===== src/rtl/mux_bus_seq.sv =====
module mux_bus_seq #(
  parameter int AW = 20,
  parameter int DW = 16
) (
  input  logic          clk,
  input  logic          rst_n,
  input  logic          req_valid,
  input  logic          req_write,
  input  logic [AW-1:0] req_addr,
  input  logic [DW-1:0] req_wdata,
  input  logic          req_hi,
  output logic          req_ready,
  output logic [AW-1:0] ad_o,
  output logic          ad_oe,
  input  logic [DW-1:0] bus_ad_i,
  output logic          ale,
  output logic          bhe_n,
  output logic          dir_tx,
  output logic          den,
  output logic          rd_n,
  output logic          wr_n,
  input  logic          bus_ready,
  output logic [DW-1:0] rd_data,
  output logic          done
);

  localparam int PAD = AW - DW;

  typedef enum logic [2:0] {
    S_IDLE = 3'd0,
    S_ADR  = 3'd1,
    S_TURN = 3'd2,
    S_DAT  = 3'd3,
    S_WAIT = 3'd4,
    S_END  = 3'd5
  } phase_t;

  phase_t          ph, ph_nx;
  logic [AW-1:0]   addr_q;
  logic [DW-1:0]   wdata_q;
  logic            wr_q;
  logic            hi_q;
  logic [DW-1:0]   rdat_q;

  logic take, busy, strobe, xfer, sample;

  assign req_ready = (ph == S_IDLE) || (ph == S_END);
  assign take      = req_valid && req_ready;
  assign busy      = (ph != S_IDLE);
  assign strobe    = (ph == S_TURN) || (ph == S_DAT) || (ph == S_WAIT);
  assign xfer      = strobe || (ph == S_END);
  assign sample    = ((ph == S_DAT) || (ph == S_WAIT)) && bus_ready;

  always_comb begin
    ph_nx = ph;
    unique case (ph)
      S_IDLE:  if (take) ph_nx = S_ADR;
      S_ADR:   ph_nx = S_TURN;
      S_TURN:  ph_nx = S_DAT;
      S_DAT:   ph_nx = bus_ready ? S_END : S_WAIT;
      S_WAIT:  ph_nx = bus_ready ? S_END : S_WAIT;
      S_END:   ph_nx = take ? S_ADR : S_IDLE;
      default: ph_nx = S_IDLE;
    endcase
  end

  always_ff @(posedge clk or negedge rst_n) begin
    if (!rst_n) begin
      ph      <= S_IDLE;
      addr_q  <= '0;
      wdata_q <= '0;
      wr_q    <= 1'b0;
      hi_q    <= 1'b0;
      rdat_q  <= '0;
    end else begin
      ph <= ph_nx;
      if (take) begin
        addr_q  <= req_addr;
        wdata_q <= req_wdata;
        wr_q    <= req_write;
        hi_q    <= req_hi;
      end
      if (sample && !wr_q) rdat_q <= bus_ad_i;
    end
  end

  assign ale     = (ph == S_ADR);
  assign ad_o    = (ph == S_ADR) ? addr_q : {{PAD{1'b0}}, wdata_q};
  assign ad_oe   = (ph == S_ADR) || (xfer && wr_q);
  assign bhe_n   = busy ? !hi_q : 1'b1;
  assign dir_tx  = busy ? wr_q : 1'b1;
  assign den     = xfer;
  assign rd_n    = !(strobe && !wr_q);
  assign wr_n    = !(strobe && wr_q);
  assign rd_data = rdat_q;
  assign done    = (ph == S_END);

endmodule


===== config.mk =====
export PLATFORM = sky130hd
export DESIGN_NAME = mux_bus_seq
export DESIGN_NICKNAME = d
export VERILOG_FILES = /design/src/rtl/mux_bus_seq.sv
export SDC_FILE = /design/constraint.sdc
export NUM_CORES = 1
export LEC_CHECK = 0
export ABC_CLOCK_PERIOD_IN_PS = 2200
export CAP_MARGIN = 20
export CORE_MARGIN = 10
export CORE_UTILIZATION = 46
export CTS_BUF_LIST = sky130_fd_sc_hd__clkbuf_8
export CTS_CLUSTER_DIAMETER = 50
export DETAILED_ROUTE_END_ITERATION = 10
export DONT_BUFFER_PORTS = 1
export GPL_TIMING_DRIVEN = 0
export PLACE_DENSITY = 0.64
export SYNTH_ARGS = -nofsm -noshare
export SYNTH_HDL_FRONTEND = slang
export SYNTH_SLANG_ARGS = --single-unit

===== constraint.sdc =====
create_clock -name clk -period 2.2 [get_ports clk]
set_input_delay 0.22 -clock clk [delete_from_list [all_inputs] [get_ports clk]]
set_output_delay 0.22 -clock clk [all_outputs]
set_load 0.01 [all_outputs]

== Word level (Yosys, flattened, before mapping) ==
Index checks and enable logic that the tools add are counted.

* Equality and inequality tests: 6
* Mux-type cells: 7
* Reductions and logical operators: 19

{| class="wikitable"
|+ Operator list
! operator !! number
|-
| $mux W20 || 1
|-
| $pmux W3 S5 || 1
|-
| $eq A3 B2 Y1 const B || 2
|-
| $eq A3 B3 Y1 const B || 2
|-
| $logic_and A1 B1 Y1 || 6
|-
| $logic_or A1 B1 Y1 || 6
|-
| $logic_not A1 Y1 || 4
|-
| $mux W1 || 4
|-
| $eq A3 B1 Y1 const B || 1
|-
| $logic_not A3 Y1 || 1
|-
| $mux W3 || 1
|-
| $reduce_bool A3 Y1 || 1
|-
| $ne A2 B2 Y1 const B || 1
|-
| $reduce_or A2 Y1 || 1
|}

* Bits in registers: 57
* Bits of input ports: 58
* Word-level logic and storage cells: 38

== Logic depth before layout (Yosys ltp) ==
Gate-level depths: netlist of run 1.

* Depth after elaboration: 6
* Mapped depth: 6

== Worst setup path before layout of run 1 ==
No wires, ideal clock.

* Path type: register -> register
* From: register ph[0]
* To: register rdat_q[10], in the netlist rd_data[10]
* Setup time: 125 ps
* Data arrival time: 1,606 ps
* Data required time: 2,075 ps
* Setup slack: 469 ps
* Cell stages (with the launch flop): 6
* Clock period less this slack: 1,731 ps
* Cell sequence: dfrtp_1 -> buf_6 -> or3b_4 -> a21oi_4 -> buf_12 -> mux2_4

* Cells in the longest elaborated chain, start to end: 4
* Elaborated cells on any way between the ends: 5

{| class="wikitable"
|+ RTL lines
! what !! line !! source
|-
| from (decl) || 38 || <nowiki>phase_t ph, ph_nx;</nowiki>
|-
| from (signal assigned) || 76 || <nowiki>ph <= ph_nx;</nowiki>
|-
| $eq A3 B2 Y1 or $eq A3 B3 Y1 (tied branches) || 52 || <nowiki>assign sample = ((ph == S_DAT) || (ph == S_WAIT)) && bus_ready;</nowiki>
|-
| $logic_or A1 B1 Y1 (*) || 52 ||
|-
| $logic_and A1 B1 Y1 (*) || 52 ||
|-
| $logic_and A1 B1 Y1 (*) || 83 || <nowiki>if (sample && !wr_q) rdat_q <= bus_ad_i;</nowiki>
|-
| to (signal assigned) || 83 ||
|-
| to (decl) || 43 || <nowiki>logic [DW-1:0] rdat_q;</nowiki>
|}

Every way passes the cells marked *; elsewhere a longest branch is shown, timed or not.
A chain may end at the register's enable or synchronous reset.

== Worst setup path after layout of run 1 ==
* From: register ph[1]
* To: output port ad_o[14]

* Cells in the longest elaborated chain, start to end: 2

{| class="wikitable"
|+ RTL lines
! what !! line !! source
|-
| $eq A3 B1 Y1 || n/a ||
|-
| net ale || 16 || <nowiki>output logic ale,</nowiki>
|-
| $mux W20 || 88 || <nowiki>assign ad_o = (ph == S_ADR) ? addr_q : {{PAD{1'b0}}, wdata_q};</nowiki>
|-
| to (decl) || 13 || <nowiki>output logic [AW-1:0] ad_o,</nowiki>
|}

The timed path passes the listed nets, and every way through them passes these cells.

==> run summary, run 1 <==
Final period util = 0.930
Final Setup Violations = 0
Required time worst endpoint = 1.98 ns
CP endpoint kind = output pin
Initial DRC count = 30
Initial antenna violation count = 0
Vias = 1402
Sum Neg Setup Slack = 0 ns
First-pass GRT wire length = 8.87 mm
Synth warn = 0
Unique masters post-synth = 24
Clk_lat worst skew = 0.33 ns
Drt first pass iters = 4
Maximum VDD drop = 0.000872 V
# DRC = 0
Port-buffer cells = 0
Post-CTS Setup Inserts = 0
Io pins = 103
Fin Hold WS = 0.0362 ns
Die height = 94.5 µm
Setup Skew = 0.00697 ns
Post-DR wirelength/cell = 22.3 µm
Final WL = 5.80 mm
RSZ-0062 raised after global routing = no
GRT overflow = 0
Setup ws final = 0.155 ns
Slew @ Worst Pin = 0.322 ns
Final Hold Fails = 0
Status = completed
Largest net degree at the start of global routing = 58
FF-to-FF path depth = 5
CTS Sinks = 57
Fraction of the yosys area taken by sequential cells = 0.559
Layout cells sized above 1 = 0.532
Pre-CTS WS = 0.296 ns
Initial Util = 0.469
Via density = 5.39
CP max FO = 10
Final ANT Viol Nets = 0
Max Buffers Root-to-Sink = 2
Synth Area per Inst = 15.0 µm²
Vias in the first global route = 1589
Post-Syn Nets = 228
CTS clk-pin slew, worst paths = 0.06 ns
Die area = 8930 µm²
Post-layout util = 0.533
Worst EP arrival = 1.83 ns
Root Buffer = clkbuf_8
Leakage = 1.25 nW
Startpoint types = flop
Gr usage total = 0.132
CTS buffer count = 9
Slew Limit Fails = 0
HPWL after detailed placement = 4.42 mm
CORE AREA = 5440 µm²
Tmin final = 2.05 ns
P&R area growth vs syn = 13.7%
Worst slew margin = 0.788
Gate Count Post-Synth = 170
Cell Area, Synth = 2550 µm²
H-tree level count = 3
Fin nets = 241
Placer Congestion = 0.740
WHS Path Cells = 1
FMAX = 489 MHz
Hold WC Path Type = input pin to flop
FP Rows = 27
TritonCTS clock tree = done
Die width = 94.5 µm
Max-cap violations = 0
Power per standard cell area = 1720 nW/µm²
WS Path Type = flop to output pin
ANT cells = 0
Synth Register Bits = 57
## layer usage
metal,track usage,vias up,routed length (µm)
met1,0.132,717,2070
li1,-,625,-
met5,0,-,0
met4,0.0561,0,72
met2,0.229,50,3170
met3,0.0626,10,484
## what timing repair did
| action | in CTS | in global routing |
|---|---|---|
| hold buffers | 2 | 0 |
| gates resized for setup | 3 | 0 |
| endpoints found under the setup margin | 15 | 0 |
| endpoints found under the hold margin | 57 | 0 |
## sequential cells by signal, summed over array words and instances, names as in the netlist
name	flops
addr_q	20
hi_q	1
ph	3
rd_data	16
wdata_q	16
wr_q	1
## kinds of logic after synthesis
kind of cell / after synthesis / synth area share
mux: 72 / 0.331
compound gates: 4 / 0.0147
xor+xnor: 2 / 0.00686
flops: 57 / 0.559
buf+inv: 12 / 0.0363
simple gates: 23 / 0.0520
## power breakdown
| part | internal (W) | switching [W] |
|---|---|---|
| logic | 0.00106 | 0.000923 |
| clock network | 0.000627 | 0.000400 |
| registers | 0.00159 | 0.000376 |
## final timing paths
check	startpoint	to	slack [ns]
worst min-delay path	bus_ad_i[7]	rd_data[7]	0.04
max in group asynchronous	rst_n	addr_q[8]	1.54
worst max-delay path	ph[1]	ad_o[14]	0.15
worst max register to register	ph[0]	rd_data[5]	0.36
worst min register to register	addr_q[19]	addr_q[19]	0.50
min in group asynchronous	rst_n	ph[0]	0.43
## cell usage after synthesis
cell,count,share of area
mux2_2,60,0.26
dfrtp_1,57,0.56
mux2_4,10,0.059
nand2_1,5,0.0074
and2_1,4,0.0098
buf_2,4,0.0078
nor2_1,4,0.0059
buf_4,3,0.0088
nand2b_1,3,0.0074
buf_6,2,0.0088
inv_1,2,0.0029
mux2i_1,2,0.0078
nor3_1,2,0.0039
o22ai_1,2,0.0049
a21oi_4,1,0.0064
a2bb2oi_1,1,0.0034
buf_12,1,0.0078
nand3b_1,1,0.0029
nor3b_2,1,0.0049
or2_2,1,0.0025
or2b_1,1,0.0029
or3b_4,1,0.0044
xnor2_1,1,0.0034
xor2_1,1,0.0034
## area by class of cell
| class | instances | area [µm²] |
|---|---|---|
| clock inverters | 7 | 87.6 |
| repair buffers | 2 | 37.5 |
| flip-flops and latches | 57 | 1430 |
| clock buffers | 9 | 124 |
| fillers | 462 | 2540 |
| plain buffers | 10 | 90.1 |
| well taps | 72 | 90.1 |
| multi-input cells | 101 | 1040 |
| inverters | 2 | 7.51 |
## through the flow
step | total power [W] | instances | instance area, µm²
global route | 0.00529 | 260 | 2900
detailed placement | 0.00397 | 242 | 2640
global placement | 0.00387 | 242 | 2640
CTS | 0.00506 | 260 | 2900
floorplan | 0.00355 | 170 | 2550
finish | 0.00498 | 260 | 2900
## cells in the final DEF, fill, tap and decap left out, drive strengths merged, types with 2 or more instances in the layout
cell / count
and2: 4
buf: 11
bufinv: 2
clkbuf: 9
clkinvlp: 2
dfrtp: 57
inv: 4
mux2: 70
mux2i: 2
nand2: 5
nand2b: 3
nor2: 4
nor3: 2
o22ai: 2
## worst max-delay path: stages (launching register included)
cell	delay (ns)
dfrtp_1	0.40
buf_2	0.19
nor3_2	0.25
buf_4	0.26
mux2_2	0.40
No activity file was read; power rests on OpenSTA's default activity.
==> run 2, diff against run 1 <==
--- a/config.mk
+++ b/config.mk
@@ -15,6 +15,7 @@
 export DONT_BUFFER_PORTS = 1
 export GPL_TIMING_DRIVEN = 0
 export PLACE_DENSITY = 0.64
+export REMOVE_ABC_BUFFERS = 1
 export SYNTH_ARGS = -nofsm -noshare
 export SYNTH_HDL_FRONTEND = slang
 export SYNTH_SLANG_ARGS = --single-unit
==> run 2 against run 1 <==
  * Routed wire length is 1.2% lower
  * Global-route usage shrank 0.13 points
  * Cell area rose by 1.1%
  * Final cell count fell by 0.77%
  * Die area unchanged
  * Via count is 1.0% lower
  * Highest routed layer unchanged
  * Worst hold slack gained 0.0019 ns
  * Critical path depth decreased by 1
  * Combinational power shrank 4%
  * Sequential cell count did not move
  * First-iteration DRC count grew 6.7%
  * Clock power is essentially flat
==> run summary, run 2 (synthesized netlist as in run 1, its figures left out) <==
Post-DR wirelength/cell = 22.2 µm (was 22.3 µm)
Status = completed (unchanged)
CTS buffer count = 9 (unchanged)
Initial Util = 0.469 (unchanged)
WHS Path Cells = 1 (unchanged)
Most flops, register = addr_q (unchanged)
Port-buffer cells = 0 (unchanged)
Final WL = 5.73 mm (was 5.80 mm)
Reg-to-reg endpoint = rd_data[2] (was rd_data[5])
Drt first pass iters = 4 (unchanged)
R2R setup slack = 0.12 ns (was 0.36 ns)
Max-cap violations = 0 (unchanged)
FMAX = 480 MHz (was 489 MHz)
R2R Path Start = ph[1] (was ph[0])
Die area = 8930 µm² (unchanged)
Final Hold Fails = 0 (unchanged)
CORE AREA = 5440 µm² (unchanged)
Critical Path, Cell by Cell = or3b_4 > a21oi_4 > mux2_2 (was buf_2 > nor3_2 > buf_4 > mux2_2)
First-pass GRT wire length = 8.65 mm (was 8.87 mm)
Vias = 1388 (was 1402)
TritonCTS clock tree = done (unchanged)
ANT cells = 0 (unchanged)
Placer Congestion = 0.735 (was 0.740)
Initial DRC count = 32 (was 30)
Commonest non-fill, non-tap cells in the layout = 60 x mux2_2, 57 x dfrtp_1, 12 x clkbuf_8 (was 60 x mux2_2, 57 x dfrtp_1, 10 x mux2_4)
Vias in the first global route = 1544 (was 1589)
Min-Delay Endpoint = wdata_q[15] (was rd_data[7])
Required time worst endpoint = 2.41 ns (was 1.98 ns)
Maximum VDD drop = 0.000814 V (was 0.000872 V)
Final period util = 0.947 (was 0.930)
Startpoint of the worst hold path = req_wdata[15] (was bus_ad_i[7])
Power per standard cell area = 1700 nW/µm² (was 1720 nW/µm²)
Clk_lat worst skew = 0.33 ns (about the same)
Startpoint types = flop (unchanged)
CTS Sinks = 57 (unchanged)
CTS clk-pin slew, worst paths = 0.07 ns (was 0.06 ns)
Worst EP arrival = 2.29 ns (was 1.83 ns)
FP Rows = 27 (unchanged)
CP max FO = 16 (was 10)
FF-to-FF path depth = 3 (was 5)
Tmin final = 2.08 ns (was 2.05 ns)
Fin nets = 239 (was 241)
Fin area = 2930 µm² (was 2900 µm²)
Max Buffers Root-to-Sink = 2 (unchanged)
GRT overflow = 0 (unchanged)
Fillcell total = 449 (was 462)
Multi-input gate area = 1050 µm² (was 1040 µm²)
RSZ-0062 raised after global routing = no (unchanged)
Gr usage total = 0.130 (was 0.132)
Pre-CTS WS = -0.0965 ns (was 0.296 ns)
Largest net degree at the start of global routing = 58 (unchanged)
Initial antenna violation count = 0 (unchanged)
Post-layout util = 0.539 (was 0.533)
Critical Path Max Stage Delay = 0.55 ns (was 0.40 ns)
Via density = 5.38 (was 5.39)
Fin Hold WS = 0.0381 ns (was 0.0362 ns)
HPWL after detailed placement = 4.27 mm (was 4.42 mm)
Sequential standard cell area = 1430 µm² (unchanged)
# DRC = 0 (unchanged)
Most common cell after layout, fill and taps aside = mux2_2 (unchanged)
Leakage = 1.24 nW (was 1.25 nW)
Critical-path top delay cell = dfrtp_1 (unchanged)
P&R area growth vs syn = 14.9% (was 13.7%)
Final Setup Violations = 0 (unchanged)
Setup ws final = 0.116 ns (was 0.155 ns)
Slew @ Worst Pin = 0.627 ns (was 0.322 ns)
Io pins = 103 (unchanged)
Worst slew margin = 0.581 (was 0.788)
Die height = 94.5 µm (unchanged)
Number of flip-flops in the largest register = 20 (unchanged)
Placed instance area = 2630 µm² (was 2640 µm²)
Hold WC Path Type = input pin to flop (unchanged)
Final ANT Viol Nets = 0 (unchanged)
Root Buffer = clkbuf_8 (unchanged)
Setup Skew = 0.00963 ns (was 0.00697 ns)
Die width = 94.5 µm (unchanged)
H-tree level count = 3 (unchanged)
CP endpoint kind = flop (was output pin)
WS Path Type = flop to flop (was flop to output pin)
Slew Limit Fails = 0 (unchanged)
Layout cells sized above 1 = 0.516 (was 0.532)
run 2: cell types whose count changed in the layout (fill, tap and decap cells not counted), moves of 2 or more:
cell / previous run / this run
dlygate4sd3_1: 1 / 5
buf_8: 0 / 2
inv_1: 4 / 2
buf_4: 5 / 1
buf_6: 2 / 0
buf_2: 2 / 0
clkbuf_8: 9 / 12
run 2: layout make-up:
| cell class | count | share of cell area |
|---|---|---|
| repair buffers | 10 | 0.0486 |
| inverters | 2 | 0.00256 |
| multi-input cells | 101 | 0.358 |
| flip-flops and latches | 57 | 0.486 |
| clock inverters | 4 | 0.0171 |
| clock buffers | 12 | 0.0563 |
| well taps | 72 | 0.0307 |
run 2: per-layer routing:
metal  global-route usage  routed length, µm  up-vias
met5                    0                  0        -
met4               0.0486                 65        0
met3               0.0991                617        6
met2                0.220               3080       58
met1                0.117               1970      708
li1                     -                  -      616
run 2: worst max-delay path by stage:
stage	from	endpoint	slack, ns	depth (start not counted)
2_1_floorplan	ph[0]	addr_q[0]	-0.55	3
3_3_place_gp	ph[0]	ad_o[0]	-1.48	3
3_5_place_dp	ph[0]	ad_o[13]	-0.1	4
4_1_cts	ph[1]	rd_data[0]	0.10	3
5_1_grt	ph[2]	rd_data[2]	0.03	3
6_report	ph[1]	rd_data[2]	0.12	3
run 2: timing repair:
item / 4_1_cts / 5_1_grt
hold buffers: 2 / 4
endpoints found under the hold margin: 57 / 4
gates resized for setup: 1 / 0
setup buffers: 1 / 0
endpoints found under the setup margin: 21 / 0
run 2: worst max-delay path, delay by kind of cell, from the launching register on:
family,cells,cell delay (ns)
AOI/OAI and AO/OA,1,0.53
DFF,1,0.55
muxes,1,0.42
and+or+nand+nor,1,0.47
run 2: stage by stage:
stage / setup TNS [ns] / total power [W] / instances
after floorplan: -31.30 / 0.00345 / 160
after detailed placement: -0.652 / 0.00396 / 235
after global placement: -70.16 / 0.00375 / 232
after global routing: 0 / 0.00530 / 258
final: 0 / 0.00498 / 258
after CTS: 0 / 0.00505 / 254
run 2: power breakdown:
part	switching, W	internal, W	total [W]
sequential	0.000464	0.00159	0.00205
clock	0.000403	0.000613	0.00102
combinational	0.000846	0.00106	0.00191
==> run 3, diff against run 2 <==
--- a/config.mk
+++ b/config.mk
@@ -8,14 +8,14 @@
 export ABC_CLOCK_PERIOD_IN_PS = 2200
 export CAP_MARGIN = 20
 export CORE_MARGIN = 10
-export CORE_UTILIZATION = 46
+export CORE_UTILIZATION = 45
 export CTS_BUF_LIST = sky130_fd_sc_hd__clkbuf_8
 export CTS_CLUSTER_DIAMETER = 50
 export DETAILED_ROUTE_END_ITERATION = 10
-export DONT_BUFFER_PORTS = 1
 export GPL_TIMING_DRIVEN = 0
-export PLACE_DENSITY = 0.64
+export PLACE_DENSITY_LB_ADDON = 0.25
 export REMOVE_ABC_BUFFERS = 1
+export SKIP_LAST_GASP = 1
 export SYNTH_ARGS = -nofsm -noshare
 export SYNTH_HDL_FRONTEND = slang
 export SYNTH_SLANG_ARGS = --single-unit
==> run 3 against run 2 <==
  * The run now ends with setup timing left
  * Clock power is 17% lower
  * Routed wire length rose by 12%
  * Largest power group is now combinational logic
  * Power rose by 18%
  * Global-route usage up 1.7 points
  * Die area increased by 1.8%
  * Register-to-register slack barely moved
  * Via count up 27%
  * Sequential cell count did not move
==> run summary, run 3 (synthesized netlist as in run 1, its figures left out) <==
Sum Neg Setup Slack = -0.0702 ns (was 0 ns)
Hold WC Path Type = input pin to asynchronous set/reset pin (was input pin to flop)
Most common cell after layout, fill and taps aside = clkdlybuf4s50_1 (was mux2_2)
Placed instance area = 3670 µm² (was 2630 µm²)
Vias in the first global route = 1959 (was 1544)
Clk_lat worst skew = 0.33 ns (about the same)
CTS Sinks = 57 (unchanged)
Vias = 1757 (was 1388)
Io pins = 103 (unchanged)
Worst slew margin = 0.566 (was 0.581)
Most flops, register = addr_q (unchanged)
Slew @ Worst Pin = 0.649 ns (was 0.627 ns)
Initial DRC count = 43 (was 32)
Slew Limit Fails = 0 (unchanged)
GRT overflow = 0 (unchanged)
Drt first pass iters = 4 (unchanged)
Final Setup Violations = 6 (was 0)
CP endpoint kind = output pin (was flop)
CP max FO = 10 (was 16)
Power per standard cell area = 1490 nW/µm² (was 1700 nW/µm²)
P&R area growth vs syn = 54.5% (was 14.9%)
Setup Skew = 0.0105 ns (was 0.00963 ns)
Max-cap violations = 0 (unchanged)
Fin nets = 345 (was 239)
Final ANT Viol Nets = 0 (unchanged)
Final period util = 1.02 (was 0.947)
HPWL after detailed placement = 4.72 mm (was 4.27 mm)
FP Rows = 27 (unchanged)
Violated checks = setup timing
Initial Util = 0.464 (was 0.469)
TritonCTS clock tree = done (unchanged)
ANT cells = 0 (unchanged)
Status = complete, but fails checks (was completed)
Final WL = 6.40 mm (was 5.73 mm)
Number of flip-flops in the largest register = 20 (unchanged)
Required time worst endpoint = 1.98 ns (was 2.41 ns)
Fin Hold WS = 0.436 ns (was 0.0381 ns)
Non-Filler Instances = 364 (was 258)
Placer Congestion = 0.710 (was 0.735)
CTS clk-pin slew, worst paths = 0.07 ns (about the same)
Gr usage total = 0.148 (was 0.130)
CORE AREA = 5510 µm² (was 5440 µm²)
Initial antenna violation count = 0 (unchanged)
FMAX = 447 MHz (was 480 MHz)
Fin area = 3940 µm² (was 2930 µm²)
Setup ws final = -0.0380 ns (was 0.116 ns)
Worst EP arrival = 2.02 ns (was 2.29 ns)
Maximum VDD drop = 0.000881 V (was 0.000814 V)
# DRC = 0 (unchanged)
Fillcell total = 401 (was 449)
CTS buffer count = 9 (unchanged)
Layout cells sized above 1 = 0.363 (was 0.516)
Placed Instances = 338 (was 235)
Die width = 95.3 µm (was 94.5 µm)
RSZ-0062 raised after global routing = yes (was no)
Tmin final = 2.24 ns (was 2.08 ns)
Port-buffer cells = 102 (was 0)
Die area = 9080 µm² (was 8930 µm²)
Via density = 4.83 (was 5.38)
Max Buffers Root-to-Sink = 2 (unchanged)
Largest net degree at the start of global routing = 34 (was 58)
H-tree level count = 3 (unchanged)
Die height = 95.3 µm (was 94.5 µm)
WS Path Type = flop to output pin (was flop to flop)
Commonest non-fill, non-tap cells in the layout = 89 x clkdlybuf4s50_1, 60 x mux2_2, 54 x dfrtp_1 (was 60 x mux2_2, 57 x dfrtp_1, 12 x clkbuf_8)
First-pass GRT wire length = 10.2 mm (was 8.65 mm)
Leakage = 1.72 nW (was 1.24 nW)
Startpoint types = flop (unchanged)
Root Buffer = clkbuf_8 (unchanged)
Final Hold Fails = 0 (unchanged)
Post-DR wirelength/cell = 17.6 µm (was 22.2 µm)
==> run 3: final cells by class <==
type	instances	area, µm²	area share
inverters	2	7.51	0.00190
flip-flops and latches	57	1430	0.363
multi-input cells	101	1050	0.266
clock inverters	5	22.5	0.00571
clock buffers	11	151	0.0384
repair buffers	116	1190	0.302
well taps	72	90.1	0.0228
==> run 3: where the power goes <==
group          switching, W  internal [W]  total, W
Sequential         0.000274       0.00160   0.00187
Combinational       0.00117       0.00197   0.00314
Clock              0.000390      0.000455  0.000845
==> run 3: layer usage <==
layer / part of all wire / GRT usage / up-vias
li1: - / - / 832
met4: 0.013 / 0.0561 / 0
met2: 0.52 / 0.243 / 50
met5: 0 / 0 / -
met1: 0.38 / 0.169 / 868
met3: 0.088 / 0.0605 / 7
==> run 3: what timing repair did <==
item / in CTS / in global routing
endpoints found under the hold margin: 24 / 0
endpoints found under the setup margin: 22 / 17
pin swaps: 1 / 0
buffers inserted: 8 / 1
resized for setup: 11 / 6
hold buffers: 1 / 0
==> run 3: worst paths after layout <==
path | from | end | slack (ns) | cells after the start
max in group asynchronous | rst_n | wdata_q[6] | 1.18 | 3
max | ph[2] | ad_o[14] | -0.04 | 4
min in group clk | req_addr[10] | addr_q[10] | 0.50 | 2
min reg2reg | addr_q[8] | addr_q[8] | 0.50 | 1
min | rst_n | rd_data[0] | 0.44 | 2
max reg2reg | ph[0] | rd_data[4] | 0.13 | 4
==> run 3: worst max-delay path, stage by stage (launching register included) <==
cell and delay (ns):
dfrtp_2 0.42, nor3_4 0.24, buf_6 0.19, mux2_2 0.36
clkdlybuf4s50_1 0.49
==> run 3: through the flow <==
step | total power, W | setup WS [ns] | util
after floorplan | 0.00345 | -0.551 | -
after global placement | 0.00482 | -2.03 | 0.650
after detailed placement | 0.00500 | -0.501 | 0.667
after CTS | 0.00594 | -0.0331 | 0.712
after global routing | 0.00624 | -0.0964 | 0.716
final | 0.00586 | -0.0380 | 0.716
